[src/rtl/bankwin_pkg.sv]
package bankwin_pkg;
    localparam int unsigned DW      = 16;
    localparam int unsigned AW      = 4;
    localparam int unsigned BANK_W  = 3;
    localparam int unsigned SLOT_W  = 3;
    localparam int unsigned SLOTS   = 7;
    localparam logic [7:0]  SIG     = 8'h33;
    localparam logic [SLOT_W-1:0] SLOT_SEL    = 3'd7;
    localparam logic [SLOT_W-1:0] SLOT_STATUS = 3'd1;
    localparam logic [SLOT_W-1:0] SLOT_RXCTL  = 3'd2;
    localparam logic [SLOT_W-1:0] SLOT_CNT    = 3'd3;
    localparam logic [SLOT_W-1:0] SLOT_REV    = 3'd5;
    localparam logic [BANK_W-1:0] BANK_REV    = 3'd3;
    localparam int unsigned ROLL_BIT = 12;
    localparam int unsigned SRST_BIT = 15;

    typedef struct packed {
        logic [BANK_W-1:0] bank;
        logic [DW-1:0]     rxctl;
        logic              roll;
    } ctl_state_t;

    typedef struct packed {
        logic              sel_hit;
        logic              is_status;
        logic              is_rxctl;
        logic              is_cnt;
        logic              is_rev;
        logic              is_store;
        logic [SLOT_W-1:0] slot;
    } dec_t;
endpackage

[src/rtl/bankwin_dec.sv]
module bankwin_dec
    import bankwin_pkg::*;
#(
    parameter int unsigned NUM_BANKS = 4
) (
    input  logic [AW-1:0]     addr,
    input  logic [BANK_W-1:0] bank,
    output dec_t              dec
);
    logic bank_ok;
    logic bank0;

    always_comb begin
        bank_ok       = (32'(bank) < NUM_BANKS);
        bank0         = (bank == '0);
        dec.slot      = addr[AW-1:1];
        dec.sel_hit   = (dec.slot == SLOT_SEL);
        dec.is_status = bank0 && (dec.slot == SLOT_STATUS);
        dec.is_rxctl  = bank0 && (dec.slot == SLOT_RXCTL);
        dec.is_cnt    = bank0 && (dec.slot == SLOT_CNT);
        dec.is_rev    = (bank == BANK_REV) && (dec.slot == SLOT_REV);
        dec.is_store  = bank_ok && !dec.sel_hit && !dec.is_status &&
                        !dec.is_rxctl && !dec.is_cnt && !dec.is_rev;
    end
endmodule

[src/rtl/bankwin_evt_cnt.sv]
module bankwin_evt_cnt #(
    parameter int unsigned CNT_W = 4
) (
    input  logic             clk,
    input  logic             rst_n,
    input  logic             hold,
    input  logic             clr,
    input  logic             inc,
    output logic [CNT_W-1:0] cnt,
    output logic             rolled
);
    localparam logic [CNT_W-1:0] MAXV = '1;

    logic [CNT_W-1:0] cnt_d, cnt_q;

    always_comb begin
        cnt_d  = clr ? '0 : cnt_q;
        rolled = 1'b0;
        if (inc) begin
            if (cnt_d == MAXV) rolled = 1'b1;
            else               cnt_d  = cnt_d + 1'b1;
        end
        if (hold) begin
            cnt_d  = '0;
            rolled = 1'b0;
        end
    end

    always_ff @(posedge clk or negedge rst_n) begin
        if (!rst_n) cnt_q <= '0;
        else        cnt_q <= cnt_d;
    end

    assign cnt = cnt_q;
endmodule

[src/rtl/bankwin_store.sv]
module bankwin_store
    import bankwin_pkg::*;
#(
    parameter int unsigned ENTRIES = 28
) (
    input  logic               clk,
    input  logic               rst_n,
    input  logic               hold,
    input  logic [ENTRIES-1:0] we,
    input  logic [1:0]         be,
    input  logic [DW-1:0]      wdata,
    output logic [DW-1:0]      rdata [ENTRIES]
);
    genvar gi;
    generate
        for (gi = 0; gi < ENTRIES; gi++) begin : g_ent
            logic [DW-1:0] val_d, val_q;
            always_comb begin
                val_d = val_q;
                if (we[gi]) begin
                    if (be[0]) val_d[7:0]  = wdata[7:0];
                    if (be[1]) val_d[15:8] = wdata[15:8];
                end
                if (hold) val_d = '0;
            end
            always_ff @(posedge clk or negedge rst_n) begin
                if (!rst_n) val_q <= '0;
                else        val_q <= val_d;
            end
            assign rdata[gi] = val_q;
        end
    endgenerate
endmodule

[src/rtl/bankwin_regs.sv]
module bankwin_regs
    import bankwin_pkg::*;
#(
    parameter int unsigned NUM_BANKS = 4,
    parameter int unsigned NUM_CNT   = 4,
    parameter int unsigned CNT_W     = 4,
    parameter logic [7:0]  REV_CODE  = 8'h91
) (
    input  logic              clk,
    input  logic              rst_n,
    input  logic [AW-1:0]     host_addr,
    input  logic              host_wr,
    input  logic              host_rd,
    input  logic [1:0]        host_be,
    input  logic [DW-1:0]     host_wdata,
    output logic [DW-1:0]     host_rdata,
    input  logic [NUM_CNT-1:0] evt_inc
);
    localparam int unsigned ENTRIES = NUM_BANKS * SLOTS;
    localparam int unsigned CNT_BITS = NUM_CNT * CNT_W;

    ctl_state_t st_d, st_q;
    dec_t       dec;
    logic       soft_rst_q;
    logic       cnt_read;
    logic [ENTRIES-1:0]  store_we;
    logic [DW-1:0]       store_q [ENTRIES];
    logic [CNT_BITS-1:0] cnt_flat;
    logic [NUM_CNT-1:0]  rolled;
    logic [DW-1:0]       cnt_word;

    assign soft_rst_q = st_q.rxctl[SRST_BIT];

    bankwin_dec #(.NUM_BANKS(NUM_BANKS)) u_dec (
        .addr (host_addr),
        .bank (st_q.bank),
        .dec  (dec)
    );

    bankwin_store #(.ENTRIES(ENTRIES)) u_store (
        .clk   (clk),
        .rst_n (rst_n),
        .hold  (soft_rst_q),
        .we    (store_we),
        .be    (host_be),
        .wdata (host_wdata),
        .rdata (store_q)
    );

    genvar gc;
    generate
        for (gc = 0; gc < NUM_CNT; gc++) begin : g_cnt
            bankwin_evt_cnt #(.CNT_W(CNT_W)) u_cnt (
                .clk    (clk),
                .rst_n  (rst_n),
                .hold   (soft_rst_q),
                .clr    (cnt_read),
                .inc    (evt_inc[gc]),
                .cnt    (cnt_flat[gc*CNT_W +: CNT_W]),
                .rolled (rolled[gc])
            );
        end
    endgenerate

    always_comb begin
        cnt_word = '0;
        cnt_word[CNT_BITS-1:0] = cnt_flat;
    end

    // next-state process
    always_comb begin
        int idx;
        st_d     = st_q;
        idx      = 32'(st_q.bank) * SLOTS + 32'(dec.slot);
        cnt_read = host_rd && dec.is_cnt && !soft_rst_q;
        store_we = '0;

        if (host_wr && dec.is_rxctl) begin
            if (host_be[0]) st_d.rxctl[7:0]  = host_wdata[7:0];
            if (host_be[1]) st_d.rxctl[15:8] = host_wdata[15:8];
        end
        if (host_wr && !soft_rst_q) begin
            if (dec.sel_hit && host_be[0]) st_d.bank = host_wdata[BANK_W-1:0];
            if (dec.is_store && idx < ENTRIES) store_we[idx] = 1'b1;
        end

        if (cnt_read)         st_d.roll = 1'b0;
        else if (|rolled)     st_d.roll = 1'b1;

        if (soft_rst_q) begin
            st_d.bank = '0;
            st_d.roll = 1'b0;
        end
    end

    always_ff @(posedge clk or negedge rst_n) begin
        if (!rst_n) st_q <= '0;
        else        st_q <= st_d;
    end

    // read mux
    always_comb begin
        int ridx;
        ridx       = 32'(st_q.bank) * SLOTS + 32'(dec.slot);
        host_rdata = '0;
        if (dec.sel_hit) begin
            host_rdata[15:8]       = SIG;
            host_rdata[BANK_W-1:0] = st_q.bank;
        end else if (dec.is_rxctl) begin
            host_rdata = st_q.rxctl;
        end else if (dec.is_status) begin
            host_rdata[ROLL_BIT] = st_q.roll;
        end else if (dec.is_cnt) begin
            host_rdata = cnt_word;
        end else if (dec.is_rev) begin
            host_rdata = {SIG, REV_CODE};
        end else if (dec.is_store && ridx < ENTRIES) begin
            host_rdata = store_q[ridx];
        end
    end
endmodule

[config.mk]
export PLATFORM = sky130hd
export DESIGN_NAME = bankwin_regs
export DESIGN_NICKNAME = d
export VERILOG_FILES = /design/src/rtl/bankwin_pkg.sv /design/src/rtl/bankwin_dec.sv /design/src/rtl/bankwin_evt_cnt.sv /design/src/rtl/bankwin_store.sv /design/src/rtl/bankwin_regs.sv
export SDC_FILE = /design/constraint.sdc
export NUM_CORES = 1
export LEC_CHECK = 0
export BUFFER_PORTS_ARGS = -buffer_cell sky130_fd_sc_hd__buf_2
export CAP_MARGIN = 15
export CORE_MARGIN = 10
export CORE_UTILIZATION = 35
export CTS_BUF_LIST = sky130_fd_sc_hd__clkbuf_16
export CTS_CLUSTER_SIZE = 25
export DETAILED_ROUTE_END_ITERATION = 16
export GPL_TIMING_DRIVEN = 0
export PLACE_DENSITY = 0.48
export RECOVER_POWER = 100
export SYNTH_ARGS = -nofsm -noshare
export SYNTH_HDL_FRONTEND = slang
export SYNTH_SLANG_ARGS = --single-unit
[constraint.sdc]
create_clock -name clk -period 7.2 [get_ports clk]
set_input_delay 1.8 -clock clk [delete_from_list [all_inputs] [get_ports clk]]
set_output_delay 1.8 -clock clk [all_outputs]
set_load 0.02 [all_outputs]
* Yosys cells after proc, flatten, opt, wreduce, memory -nomap -nowiden
Index checks and enable logic that the tools add are counted.
** Storage, ports and cells
- Word-level logic and storage cells :: 311
- Input port bits :: 30
- Register bits after elaboration :: 484
- Output and inout bits :: 16
** Operators by class
- $add $sub $neg :: 5
- Equal/unequal tests :: 10
- Muxes and demuxes :: 109
- Multipliers :: 1
- Bitwise operators :: 1
- Reduce and logical (&&, ||, !) cells :: 116
- Magnitude comparators :: 5
** Operators with widths (count)
- $mux W16 :: 62
- $reduce_and A2 Y1 :: 59
- $bmux W16 S5 :: 1
- $mux W4 :: 16
- $reduce_bool A2 Y1 :: 32
- $mux W28 :: 2
- $ge A32 B1 Y1 const B :: 1
- $ge A32 B6 Y1 const B :: 1
- $lt A32 B7 Y1 const B :: 1
- $not A7 Y32 :: 1
- $mux W8 :: 3
- $mux W1 :: 17
- $add A4 B1 Y4 const B :: 4
- $eq A4 B4 Y1 const B :: 4
- $logic_and A1 B1 Y1 :: 16
- $mux W3 :: 5
- $mux W12 :: 1
- $eq A3 B2 Y1 const B :: 3
- $add A6 B3 Y7 :: 1
- $lt A7 B5 Y1 const B :: 1
- $eq A3 B3 Y1 const B :: 2
- $logic_not A1 Y1 :: 6
- $mul A3 B3 Y6 const B :: 1
- $demux W1 S5 :: 1
- 6 further kinds :: 6

* Longest topological paths before layout
Gate-level depths: netlist of the first run.
- Depth in word-level cells :: 14
- Depth in mapped cells :: 16
- Gate-level depth less buffers :: 12

* Cells and area by module
A second synthesis of the first run with hierarchy kept.
** Unflattened totals
- Cells, all modules :: 2204
- Area, all modules :: 26067.5 µm²
** By module, submodules not included
- bankwin_store :: instances 1, cells an instance 1526, area an instance 19518.7 µm², sequential area each 11210.8 µm²
- bankwin_regs :: instances 1, cells an instance 558, area an instance 5457.7 µm², sequential area each 500.5 µm²
- bankwin_evt_cnt :: instances 4, cells an instance 26, area an instance 244.0 µm², sequential area each 100.1 µm²
- bankwin_dec :: instances 1, cells an instance 16, area an instance 115.1 µm², sequential area each 0.0 µm²

* Least setup slack after synthesis of the first run
Ideal clock, no wire load.
- Path kind :: input -> output
- Start :: in host_addr[3]
- End :: out host_rdata[15]
- Required time :: 5.400 ns
- Path buffers :: 4
- Stages on the path :: 11
- Path slack :: 0.569 ns
- Arrival time :: 4.831 ns
- Cells stage by stage :: fa_1 ha_1 a21oi_1 and3_1 buf_2 or2_2 clkbuf_1 buf_1 clkbuf_1 a311oi_1 o21ai_0
** On the way
- Word-level cells in the longest chain between the ends :: 14
- Elaborated cells between the ends (all ways) :: 32
- Classes of those cells :: add/sub: 1; order compare: 1; eq/ne: 5; mux: 9; bitwise: 1; reduce/logical: 15
** Ends and longest elaborated chain
- from (decl) :: RTL line bankwin_regs.sv:11 : input logic [AW-1:0] host_addr,
- parallel branches: the longest is 13 deep, another holds $add A6 B3 Y7
- $mux W8 * :: RTL line bankwin_regs.sv:106 : if (dec.sel_hit) begin
- to (decl) :: RTL line bankwin_regs.sv:16 : output logic [DW-1:0] host_rdata,
Mark *: on every way between the ends. The select of a mux whose other input is x is not followed.

* Worst setup path in the final report of the first run
- Start :: in host_addr[2]
- End :: out host_rdata[6]
** On the way
- Word-level cells in the longest chain between the ends :: 14
- Elaborated cells between the ends (all ways) :: 32
- Classes of those cells :: add/sub: 1; order compare: 1; eq/ne: 5; mux: 9; bitwise: 1; reduce/logical: 15
** Ends and longest elaborated chain (RTL line)
- parallel branches: the longest is 13 deep, another holds $add A6 B3 Y7
- $mux W5 * :: bankwin_regs.sv:106
Marked as above.

==> results of run 1 <==
-- layout make-up --
cell class / count / area (µm²) / area share
antenna: 2 / 5.005 / 0.0001838
timing repair buffer: 63 / 436.7 / 0.01604
multi-input combinational: 1257 / 11170 / 0.4105
clock buffer: 58 / 1451 / 0.05332
buffer: 144 / 621.8 / 0.02284
tap: 873 / 1092 / 0.04013
inverter: 13 / 50.05 / 0.001838
clock inverter: 46 / 279.0 / 0.01025
sequential: 484 / 12110 / 0.4449
-- how the worst max path moves through the flow --
stage	start	endpoint	slack, ns	cells after the start
2_1_floorplan	host_addr[3]	host_rdata[15]	0.57	11
6_report	host_addr[2]	host_rdata[6]	0.07	12
5_1_grt	host_addr[3]	host_rdata[8]	0.01	14
3_5_place_dp	host_addr[2]	host_rdata[10]	-1.32	13
3_3_place_gp	rst_n	u_store.g_ent[26].val_q[9]	-5.68	1
4_1_cts	host_addr[2]	host_rdata[1]	0.01	10
-- Yosys cell counts, types with 3 or more instances --
master	instances
sky130_fd_sc_hd__nand2_1	64
sky130_fd_sc_hd__nor2_1	266
sky130_fd_sc_hd__buf_2	19
sky130_fd_sc_hd__nand3_1	33
sky130_fd_sc_hd__fa_1	4
sky130_fd_sc_hd__ha_1	15
sky130_fd_sc_hd__and2_1	10
sky130_fd_sc_hd__or2_2	4
sky130_fd_sc_hd__mux2i_1	244
sky130_fd_sc_hd__o21ai_0	36
sky130_fd_sc_hd__xnor2_1	6
sky130_fd_sc_hd__nand4_1	11
sky130_fd_sc_hd__xor2_1	4
sky130_fd_sc_hd__nor3b_1	14
sky130_fd_sc_hd__a21oi_1	64
sky130_fd_sc_hd__and3_1	8
sky130_fd_sc_hd__mux4_2	115
sky130_fd_sc_hd__o221ai_1	3
sky130_fd_sc_hd__dfrtp_1	484
sky130_fd_sc_hd__inv_1	12
sky130_fd_sc_hd__a211oi_1	3
sky130_fd_sc_hd__nor3_1	25
sky130_fd_sc_hd__buf_1	9
sky130_fd_sc_hd__o2111ai_1	5
sky130_fd_sc_hd__mux2_2	239
sky130_fd_sc_hd__nor2b_1	20
sky130_fd_sc_hd__o22ai_1	11
sky130_fd_sc_hd__clkbuf_1	119
sky130_fd_sc_hd__a311oi_1	3
sky130_fd_sc_hd__a31oi_1	8
sky130_fd_sc_hd__nor4_4	6
sky130_fd_sc_hd__o311ai_0	4
-- power breakdown --
group	total, µW	switching [µW]	internal (µW)
sequential	3900	410	3490
clock	2710	1160	1550
combinational	3980	2360	1620
total	10600	3930	6670
-- per-layer routing --
metal  vias to the layer above  track usage  wire (µm)
li1                       7151            -          -
met1                      8909       0.3103      39160
met2                       635       0.3393      39310
met3                       138      0.03373       5651
met4                         0      0.07007       2890
met5                         -            0          0
-- layout by cell type (no fill, tap or decap), types with 29 or more instances in the layout --
master and instances:
sky130_fd_sc_hd__clkbuf_1 114, sky130_fd_sc_hd__clkbuf_16 58, sky130_fd_sc_hd__o21ai_0 36, sky130_fd_sc_hd__mux2i_1 244, sky130_fd_sc_hd__nand3_1 33, sky130_fd_sc_hd__mux4_2 115
sky130_fd_sc_hd__nor2_1 266, sky130_fd_sc_hd__nand2_1 64, sky130_fd_sc_hd__buf_2 43, sky130_fd_sc_hd__mux2_2 239, sky130_fd_sc_hd__inv_1 29, sky130_fd_sc_hd__dfrtp_1 484
sky130_fd_sc_hd__a21oi_1 63
-- sequential cells by signal (all words and copies together) (netlist names) --
name and flops:
soft_rst_q 1, st_q 19, u_store.g_ent.val_q 448, g_cnt.u_cnt.cnt 16
-- metrics by stage --
stage | setup WS [ns] | util | total power (µW)
2_1_floorplan | 0.5695 | - | 6257
3_3_place_gp | -5.677 | 0.3741 | 7757
3_5_place_dp | -1.318 | 0.3787 | 7897
4_1_cts | 0.01415 | 0.4052 | 10640
5_1_grt | 0.01091 | 0.4032 | 11040
6_report | 0.07428 | 0.4032 | 10590
-- cells by family (layout without fill, tap and decap cells) --
family | Yosys count | in the layout | share of synthesized area
muxes | 598 | 598 | 0.3223
DFF | 484 | 484 | 0.5054
and+or+nand+nor | 471 | 471 | 0.09054
buffers and inverters | 162 | 324 | 0.02699
AOI/OAI and AO/OA | 159 | 159 | 0.03989
adders and majority gates | 19 | 19 | 0.01117
xor gates and xnor gates | 10 | 10 | 0.003655
other | 0 | 2 | 0
-- what timing repair did --
action	in CTS	in global routing
setup endpoints to repair	16	14
pin swaps	0	0
endpoints found under the hold margin	0	0
resized for setup	40	14
==> out/qor.yml, run 1 <==
status:
  status: "finished, violations left"
  failed_checks: "max-capacitance violations, max-slew violations"
clock_network:
  clockRootBuffer: "sky130_fd_sc_hd__clkbuf_16"
  insertion_delay_ns: 0.63
  cts.htree.levels: 2
  cts_hold_buffers: 0
  cts.clk_slew.worst_paths_ns: 0.06
  numClockSinks: 484
  clk_path_buf_depth: 3
  postCtsSetupRepairBufs: 0
  cts_tree: "built"
  cts-buffers-inserted: 56
floorplan:
  floorplan.io_pins: 46
  placeableCoreArea_mm2: 0.06751
  core.rowCount: 95
  area_of_the_die_mm2: 0.07933
  floorplan.die.height_um: 281.7
  die_width_um: 281.7
  effective_utilization_at_floorplan: 0.3549
min_path:
  worst_hold_startpoint: "u_store.g_ent[22].val_q[9]"
  holdCritPathClass: "reg2reg"
  worstHoldPathCells: 1
  whs_endpoint: "u_store.g_ent[22].val_q[9]"
worst_setup_path:
  worst_setup_path_end_kind: "output pin"
  timing.critical_path.arrival_ns: 5.33
  r2r_slack_ns: 0.93
  crit_path_top_delay_cell: "sky130_fd_sc_hd__ha_1"
  critical_path_peak_fanout: 10
  cp.required_ns: 5.40
  path_delay_family: "buffers and inverters"
  crit_path_start_kind: "primary input"
  r2r-end: "u_store.g_ent[4].val_q[15]"
  crit_type: "in2out"
  slowest_delay_ns: 0.51
  regToRegStartpoint: "st_q[18]"
  worstRegToRegCells: 12
  cp.buffers_inverters: 5
  critical_path_cell_by_cell: "buf_2, ha_1, ha_1, clkbuf_2, clkbuf_1, buf_8, mux4_2, o21ai_0, nand2_1, o21ai_0, o22ai_1, buf_2"
placed_design:
  place_congestion: 0.9249
  place_inst: 2838
  dpl.hpwl_mm: 63.87
  placedInstanceArea_mm2: 0.02557
  io_buffer_count: 41
pwr:
  leakage_uw: 0.01246
  pwr_density_cell_mw_per_mm2: 389.2
  power.ir.vdd_worst_mv: 0.1832
sta:
  totalNegativeSetupSlack_ns: 0
  hold_viol: 0
  setup_viol_count_final: 0
  finalMaxSlewViolations: 135
  achievable-frequency_mhz: 140.3
  period_needed_ns: 7.126
  worst-slew-pin-transition_ns: 4.865
  hold-worst-slack_ns: 0.4993
  maxSlewHeadroom: -2.243
  grt_setup_unrepaired: "false"
  clock-skew-final_ns: 0.02966
  final_worst_path_cycle_share: 0.9897
global_routing:
  grt_first_pass_wirelength_mm: 125.7
  number_of_global_route_vias_before_repair: 16923
  pin_count_of_the_biggest_net_entering_global_routing: 119
  grt_util_all_layers: 0.2188
  grt_remaining_overflow: 0
  antenna_violations_before_repair: 2
layout:
  drive_above_1_share: 0.2596
  stdcell_count: 2940
  fillers: 6428
  final_layout_net_count: 2068
  syn2layout_area_growth_pct: 13.60
  final_area_mm2: 0.02722
synthesis:
  post-synth-top-area-cell: "sky130_fd_sc_hd__dfrtp_1"
  ys_async_sr_fraction: 1.000
  synthesis.instances: 1903
  synthesis.yosys.warnings: 0
  synth_top_area_share: 0.5054
  synth_enable_flop_cells: 0
  postSynthAreaPerCell_um2: 12.59
  ys_seq_elements: 484
  syn_nets: 1952
  ys_types: 58
  synth.yosys.seq_area_share: 0.5054
  synth_ff_type: "sky130_fd_sc_hd__dfrtp_1"
  ys_top_cells_by_area: "sky130_fd_sc_hd__dfrtp_1 51%, sky130_fd_sc_hd__mux2_2 11%, sky130_fd_sc_hd__mux4_2 11%"
  synthesis.area_mm2: 0.02396
detailed_routing:
  final_routed_wirelength_mm: 87.01
  drt_first_pass_iters: 6
  via_per_inst: 5.726
  post-route-drc-count: 0
  routed_len_inst_um: 29.60
  antenna_viol_nets_final: 0
  route.vias.total: 16833
  drtIter0Drc: 1654
flow_run:
  maxCapViolations: 7
No activity file was read; power rests on OpenSTA's default activity.
==> run 2: changes to the inputs <==
- RECOVER_POWER: 100 -> not set
==> run 2 against run 1 <==
Via count down 0.42%. Clock skew down 0.0042 ns. Critical path depth up 1. The run now ends clean. Die area unchanged. Wire length about the same. Register-to-register slack better by 0.74 ns. Clock power about the same. Sequential share of layout area down 0.31 points. Hold slack worse by 0.00053 ns. Utilization up 0.28 points. Non-clock buffer count unchanged. Power up 0.35%.
==> out/qor.yml, run 2 (synthesis gave the netlist of run 1 again) <==
status:
  status: "completed"
global_routing:
  grt_remaining_overflow: 0
  antenna_violations_before_repair: 2
  grt_first_pass_wirelength_mm: 125.7
  globalRouteMet3Util: 0.03373
  grt_util_all_layers: 0.2188
  grt_util_met2: 0.3393
  pin_count_of_the_biggest_net_entering_global_routing: 119
  top_usage_layer: "met2"
  number_of_global_route_vias_before_repair: 16923
  gr-usage-met1: 0.3103
worst_setup_path:
  crit_type: "in2out"
  critical_path_cell_by_cell: "buf_2, fa_1, ha_2, nand3_1, and3_1, buf_2, o21ai_1, clkbuf_4, o22ai_1, o21ai_0, o2111ai_1, a221oi_2, buf_2"
  crit_path_frequent_cell: "sky130_fd_sc_hd__buf_2"
  cp.required_ns: 5.40
  crit_path_top_delay_cell: "sky130_fd_sc_hd__ha_2"
  path_delay_family: "compound AO/OA/AOI/OAI gates"
  worst_setup_path_end_kind: "output pin"
  slowest_delay_ns: 0.46
  timing.critical_path.arrival_ns: 5.32
  crit_path_start_kind: "primary input"
  cp.buffers_inverters: 4
  critical_path_peak_fanout: 10
pwr:
  p_clk_frac: 0.255
  pwr_density_cell_mw_per_mm2: 387.8
  internal_power_uw: 6688
  pwr-share-seq: 0.367
  power.share.switching: 0.3710
  leakage_uw: 0.01260
  p_sw_uw: 3944
  power.combinational.fraction: 0.378
  power.ir.vdd_worst_mv: 0.1855
detailed_routing:
  drt_first_pass_iters: 8
  final_routed_wirelength_mm: 86.94
  post-route-drc-count: 0
  antenna_viol_nets_final: 0
  route.vias.total: 16763
  drtIter0Drc: 1679
  via_per_inst: 5.704
  routed_len_inst_um: 29.58
sta:
  clock-skew-final_ns: 0.02546
  hold_viol: 0
  finalMaxSlewViolations: 0
  period_needed_ns: 7.123
  final_worst_path_cycle_share: 0.9893
  maxSlewHeadroom: 0.1824
  totalNegativeSetupSlack_ns: 0
  worst-slew-pin-transition_ns: 1.226
  achievable-frequency_mhz: 140.4
  setup_viol_count_final: 0
layout:
  most_common_cell_after_layout_fill_and_taps_aside: "sky130_fd_sc_hd__dfrtp_1"
  syn2layout_area_growth_pct: 14.40
  drive_above_1_share: 0.2726
  registers.top_by_ff_count: "u_store.g_ent.val_q"
  layout.cells.most_common_list: "484 x sky130_fd_sc_hd__dfrtp_1, 266 x sky130_fd_sc_hd__nor2_1, 244 x sky130_fd_sc_hd__mux2i_1"
  fillers: 6402
  stdcell_count: 2939
  final_layout_net_count: 2068
  max_ffs_per_register: 448
floorplan:
  floorplan.die.height_um: 281.7
  effective_utilization_at_floorplan: 0.3549
  core.rowCount: 95
  placeableCoreArea_mm2: 0.06751
  die_width_um: 281.7
  area_of_the_die_mm2: 0.07933
  floorplan.io_pins: 46
clock_network:
  clk_path_buf_depth: 3
  insertion_delay_ns: 0.63
  cts.htree.levels: 2
  cts_tree: "built"
  clockRootBuffer: "sky130_fd_sc_hd__clkbuf_16"
  cts_hold_buffers: 0
  postCtsSetupRepairBufs: 0
  cts-buffers-inserted: 56
  numClockSinks: 484
  cts.clk_slew.worst_paths_ns: 0.06
placed_design:
  dpl.hpwl_mm: 63.87
  io_buffer_count: 41
  place_congestion: 0.9249
  place_inst: 2838
min_path:
  holdCritPathClass: "reg2reg"
flow_run:
  maxCapViolations: 0
## run 2: cell type report
cell class              instances  area, µm²  area share
flip-flops and latches        484      12110      0.4418
multi-input cells            1257      11260      0.4107
clock buffers                  58       1451     0.05295
well taps                     873       1092     0.03985
plain buffers                 144      646.9     0.02360
repair buffers                 63      520.5     0.01899
clock inverters                46      279.0     0.01018
inverters                      13      50.05    0.001826
diodes                          1      2.502  0.00009129
## run 2: power by group through the flow
stage,registers (µW),logic [µW],clock network (µW)
2_1_floorplan,3780,2480,0
3_3_place_gp,3910,3850,0
3_5_place_dp,3940,3960,0
4_1_cts,3890,3990,2760
5_1_grt,3980,4230,2870
6_report,3900,4020,2710
## run 2: final timing paths
| check | start | end | slack, ns | depth (start not counted) |
|---|---|---|---|---|
| max reg2reg | st_q[18] | u_store.g_ent[25].val_q[11] | 1.67 | 12 |
| max in group asynchronous | rst_n | u_store.g_ent[25].val_q[8] | 4.43 | 3 |
| min | u_store.g_ent[22].val_q[9] | u_store.g_ent[22].val_q[9] | 0.50 | 1 |
| min in group asynchronous | rst_n | u_store.g_ent[4].val_q[1] | 1.19 | 1 |
| max | host_addr[3] | host_rdata[1] | 0.08 | 13 |
| min reg2reg | u_store.g_ent[22].val_q[9] | u_store.g_ent[22].val_q[9] | 0.50 | 1 |
## run 2: stage by stage
| step | power, µW | area, µm² | setup WS, ns | utilization | hold WS, ns |
|---|---|---|---|---|---|
| final | 10630 | 27410 | 0.07702 | 0.4060 | 0.4987 |
| after global routing | 11080 | 27410 | -0.01326 | 0.4060 | 0.5145 |
| after CTS | 10640 | 27360 | 0.01415 | 0.4052 | 0.4998 |
| after detailed placement | 7897 | 25570 | -1.318 | 0.3787 | 0.4868 |
| after global placement | 7757 | 25260 | -5.677 | 0.3741 | 0.4821 |
| after floorplan | 6257 | 23960 | 0.5695 | - | 0.4739 |
## run 2: layer usage
layer / vias to the layer above / wire (µm)
li1: 7136 / -
met1: 8879 / 39510
met2: 610 / 39330
met3: 138 / 5244
met4: 0 / 2855
met5: - / 0
## run 2: what timing repair did
action,4_1_cts,5_1_grt
gates resized for setup,40,14
setup endpoints to repair,16,14
pin swaps,0,0
## run 2: worst reg2reg max path: stages (launching register included)
cell                       delay [ns]
sky130_fd_sc_hd__dfrtp_1         0.54
sky130_fd_sc_hd__fa_1            0.50
sky130_fd_sc_hd__fa_1            0.42
sky130_fd_sc_hd__ha_2            0.38
sky130_fd_sc_hd__a21oi_2         0.27
sky130_fd_sc_hd__and3_1          0.22
sky130_fd_sc_hd__buf_2           0.24
sky130_fd_sc_hd__o31ai_1         0.12
sky130_fd_sc_hd__nor4b_1         0.92
sky130_fd_sc_hd__clkbuf_1        0.59
sky130_fd_sc_hd__nand3_1         0.73
sky130_fd_sc_hd__mux2i_1         0.37
sky130_fd_sc_hd__nor2_1          0.07
==> run 3: changes to the inputs <==
- CORE_ASPECT_RATIO: not set -> 1.25
==> run 3 against run 2 <==
Clock power fell by 8.1%. Critical path depth did not move. Sequential share of layout area rose by 0.28 points. Via count fell by 0.91%. Setup slack improved by 0.032 ns. Highest routed layer is now met5.
==> out/qor.yml, run 3 (synthesis gave the netlist of run 1 again) <==
sta:
  maxSlewHeadroom: 0.1727
  finalMaxSlewViolations: 0
  worst-slew-pin-transition_ns: 1.241
  final_worst_path_cycle_share: 0.9848
  hold-worst-slack_ns: 0.4994
  period_needed_ns: 7.091
  hold_viol: 0
  totalNegativeSetupSlack_ns: 0
  achievable-frequency_mhz: 141.0
  grt_setup_unrepaired: "false"
  clock-skew-final_ns: 0.02025
  setup_viol_count_final: 0
  post-route-worst-setup-slack_ns: 0.1091
floorplan:
  area_of_the_die_mm2: 0.07940
  effective_utilization_at_floorplan: 0.3523
  core.rowCount: 107
  placeableCoreArea_mm2: 0.06801
  floorplan.die.height_um: 312.5
  die_width_um: 254.0
  floorplan.io_pins: 46
worst_setup_path:
  crit_path_start_kind: "primary input"
  critical_path.startpoint: "host_addr[2]"
  crit_path_top_delay_cell: "sky130_fd_sc_hd__fa_2"
  crit_type: "in2out"
  slowest_delay_ns: 0.44
  r2r_slack_ns: 1.58
  timing.critical_path.arrival_ns: 5.29
  worstRegToRegCells: 12
  critical_path_peak_fanout: 10
  regToRegStartpoint: "st_q[18]"
  crit_path_frequent_cell: "sky130_fd_sc_hd__buf_2"
  worst_setup_path_end_kind: "output pin"
  cp.required_ns: 5.40
  critical_path_cell_by_cell: "buf_2, ha_1, ha_1, fa_2, xor2_2, clkbuf_4, buf_2, clkbuf_2, nand3_1, a31oi_1, nand3_1, o221ai_1, buf_2"
global_routing:
  grt_remaining_overflow: 0
  antenna_violations_before_repair: 3
  globalRouteMet3Util: 0.02566
  number_of_global_route_vias_before_repair: 17248
  pin_count_of_the_biggest_net_entering_global_routing: 122
  grt_util_met2: 0.3709
  gr-usage-met1: 0.2840
  grt_util_all_layers: 0.2181
  top_usage_layer: "met2"
  grt_first_pass_wirelength_mm: 125.6
clock_network:
  cts_tree: "built"
  cts-buffers-inserted: 50
  numClockSinks: 484
  cts.htree.levels: 2
  cts_hold_buffers: 0
  clockRootBuffer: "sky130_fd_sc_hd__clkbuf_16"
  insertion_delay_ns: 0.61
  clk_path_buf_depth: 3
  cts.clk_slew.worst_paths_ns: 0.06
layout:
  final_area_mm2: 0.02724
  layout.cells.most_common_list: "484 x sky130_fd_sc_hd__dfrtp_1, 265 x sky130_fd_sc_hd__nor2_1, 244 x sky130_fd_sc_hd__mux2i_1"
  drive_above_1_share: 0.2683
  max_ffs_per_register: 448
  most_common_cell_after_layout_fill_and_taps_aside: "sky130_fd_sc_hd__dfrtp_1"
  registers.top_by_ff_count: "u_store.g_ent.val_q"
  fillers: 6477
  postLayoutCoreUtil: 0.4005
  syn2layout_area_growth_pct: 13.67
  final_layout_net_count: 2066
detailed_routing:
  post-route-drc-count: 0
  drtIter0Drc: 1340
  via_per_inst: 5.681
  routed_len_inst_um: 29.59
  route.vias.total: 16610
  antenna_viol_nets_final: 0
  final_routed_wirelength_mm: 86.53
  drt_first_pass_iters: 6
placed_design:
  io_buffer_count: 41
  dpl.hpwl_mm: 64.21
  place_congestion: 0.9510
  placedInstanceArea_mm2: 0.02561
  place_ws_ns: -1.342
status:
  status: "completed"
min_path:
  worst_hold_startpoint: "u_store.g_ent[15].val_q[3]"
  worstHoldPathCells: 1
  holdCritPathClass: "reg2reg"
pwr:
  power.ir.vdd_worst_mv: 0.1786
  pwr_density_cell_mw_per_mm2: 382.5
  leakage_uw: 0.01249
flow_run:
  maxCapViolations: 0
[run 3: cell count changes in the layout (fill, tap and decap cells not counted), sizes merged]
cell      previous run  this run
buf                 92        97
diode                1         2
clkinv              27        14
clkinvlp             0         1
clkbuf             173       165
[run 3: layout make-up]
cell class	count	area (µm²)	share of cell area
Antenna cell	2	5.005	0.0001837
Buffer	144	654.4	0.02402
Clock buffer	51	1276	0.04685
Clock inverter	34	212.7	0.007809
Inverter	13	52.55	0.001929
Multi-Input combinational cell	1257	11260	0.4134
Sequential cell	484	12110	0.4446
Tap cell	872	1091	0.04005
Timing Repair Buffer	67	575.6	0.02113
[run 3: layer usage]
layer / wire (µm) / part of all wire
met1: 36710 / 0.42
met2: 42900 / 0.50
met3: 4000 / 0.046
met4: 2910 / 0.034
met5: 13 / 0.00015
[run 3: critical path, delay by kind of cell]
kind | cells | cell delay, ns
xor+xnor | 1 | 0.38
simple gates | 2 | 0.35
buf+inv | 5 | 1.44
compound gates | 2 | 0.37
fa+ha+maj | 3 | 0.95
[run 3: what timing repair did]
| item | 4_1_cts | 5_1_grt |
|---|---|---|
| gates cloned | 0 | 0 |
| setup endpoints to repair | 16 | 14 |
| setup buffers | 0 | 0 |
| pin swaps | 0 | 1 |
| gates resized for setup | 44 | 17 |
[run 3: worst paths after layout]
| path | to |
|---|---|
| setup / recovery | host_rdata[4] |
| hold / removal | u_store.g_ent[15].val_q[3] |
| setup reg to reg | u_store.g_ent[25].val_q[3] |
| hold reg to reg | u_store.g_ent[15].val_q[3] |
| max in group asynchronous | st_q[14] |
| min in group asynchronous | u_store.g_ent[19].val_q[5] |
[run 3: power by group]
part | switching [µW] | internal (µW)
clock network | 1110 | 1370
logic | 2360 | 1660
registers | 417 | 3490
[run 3: metrics by stage]
stage / cells / total power [µW]
finish: 2924 / 10420
global route: 2924 / 10850
CTS: 2920 / 10420
detailed placement: 2839 / 7903
global placement: 2816 / 7746
floorplan: 1903 / 6257
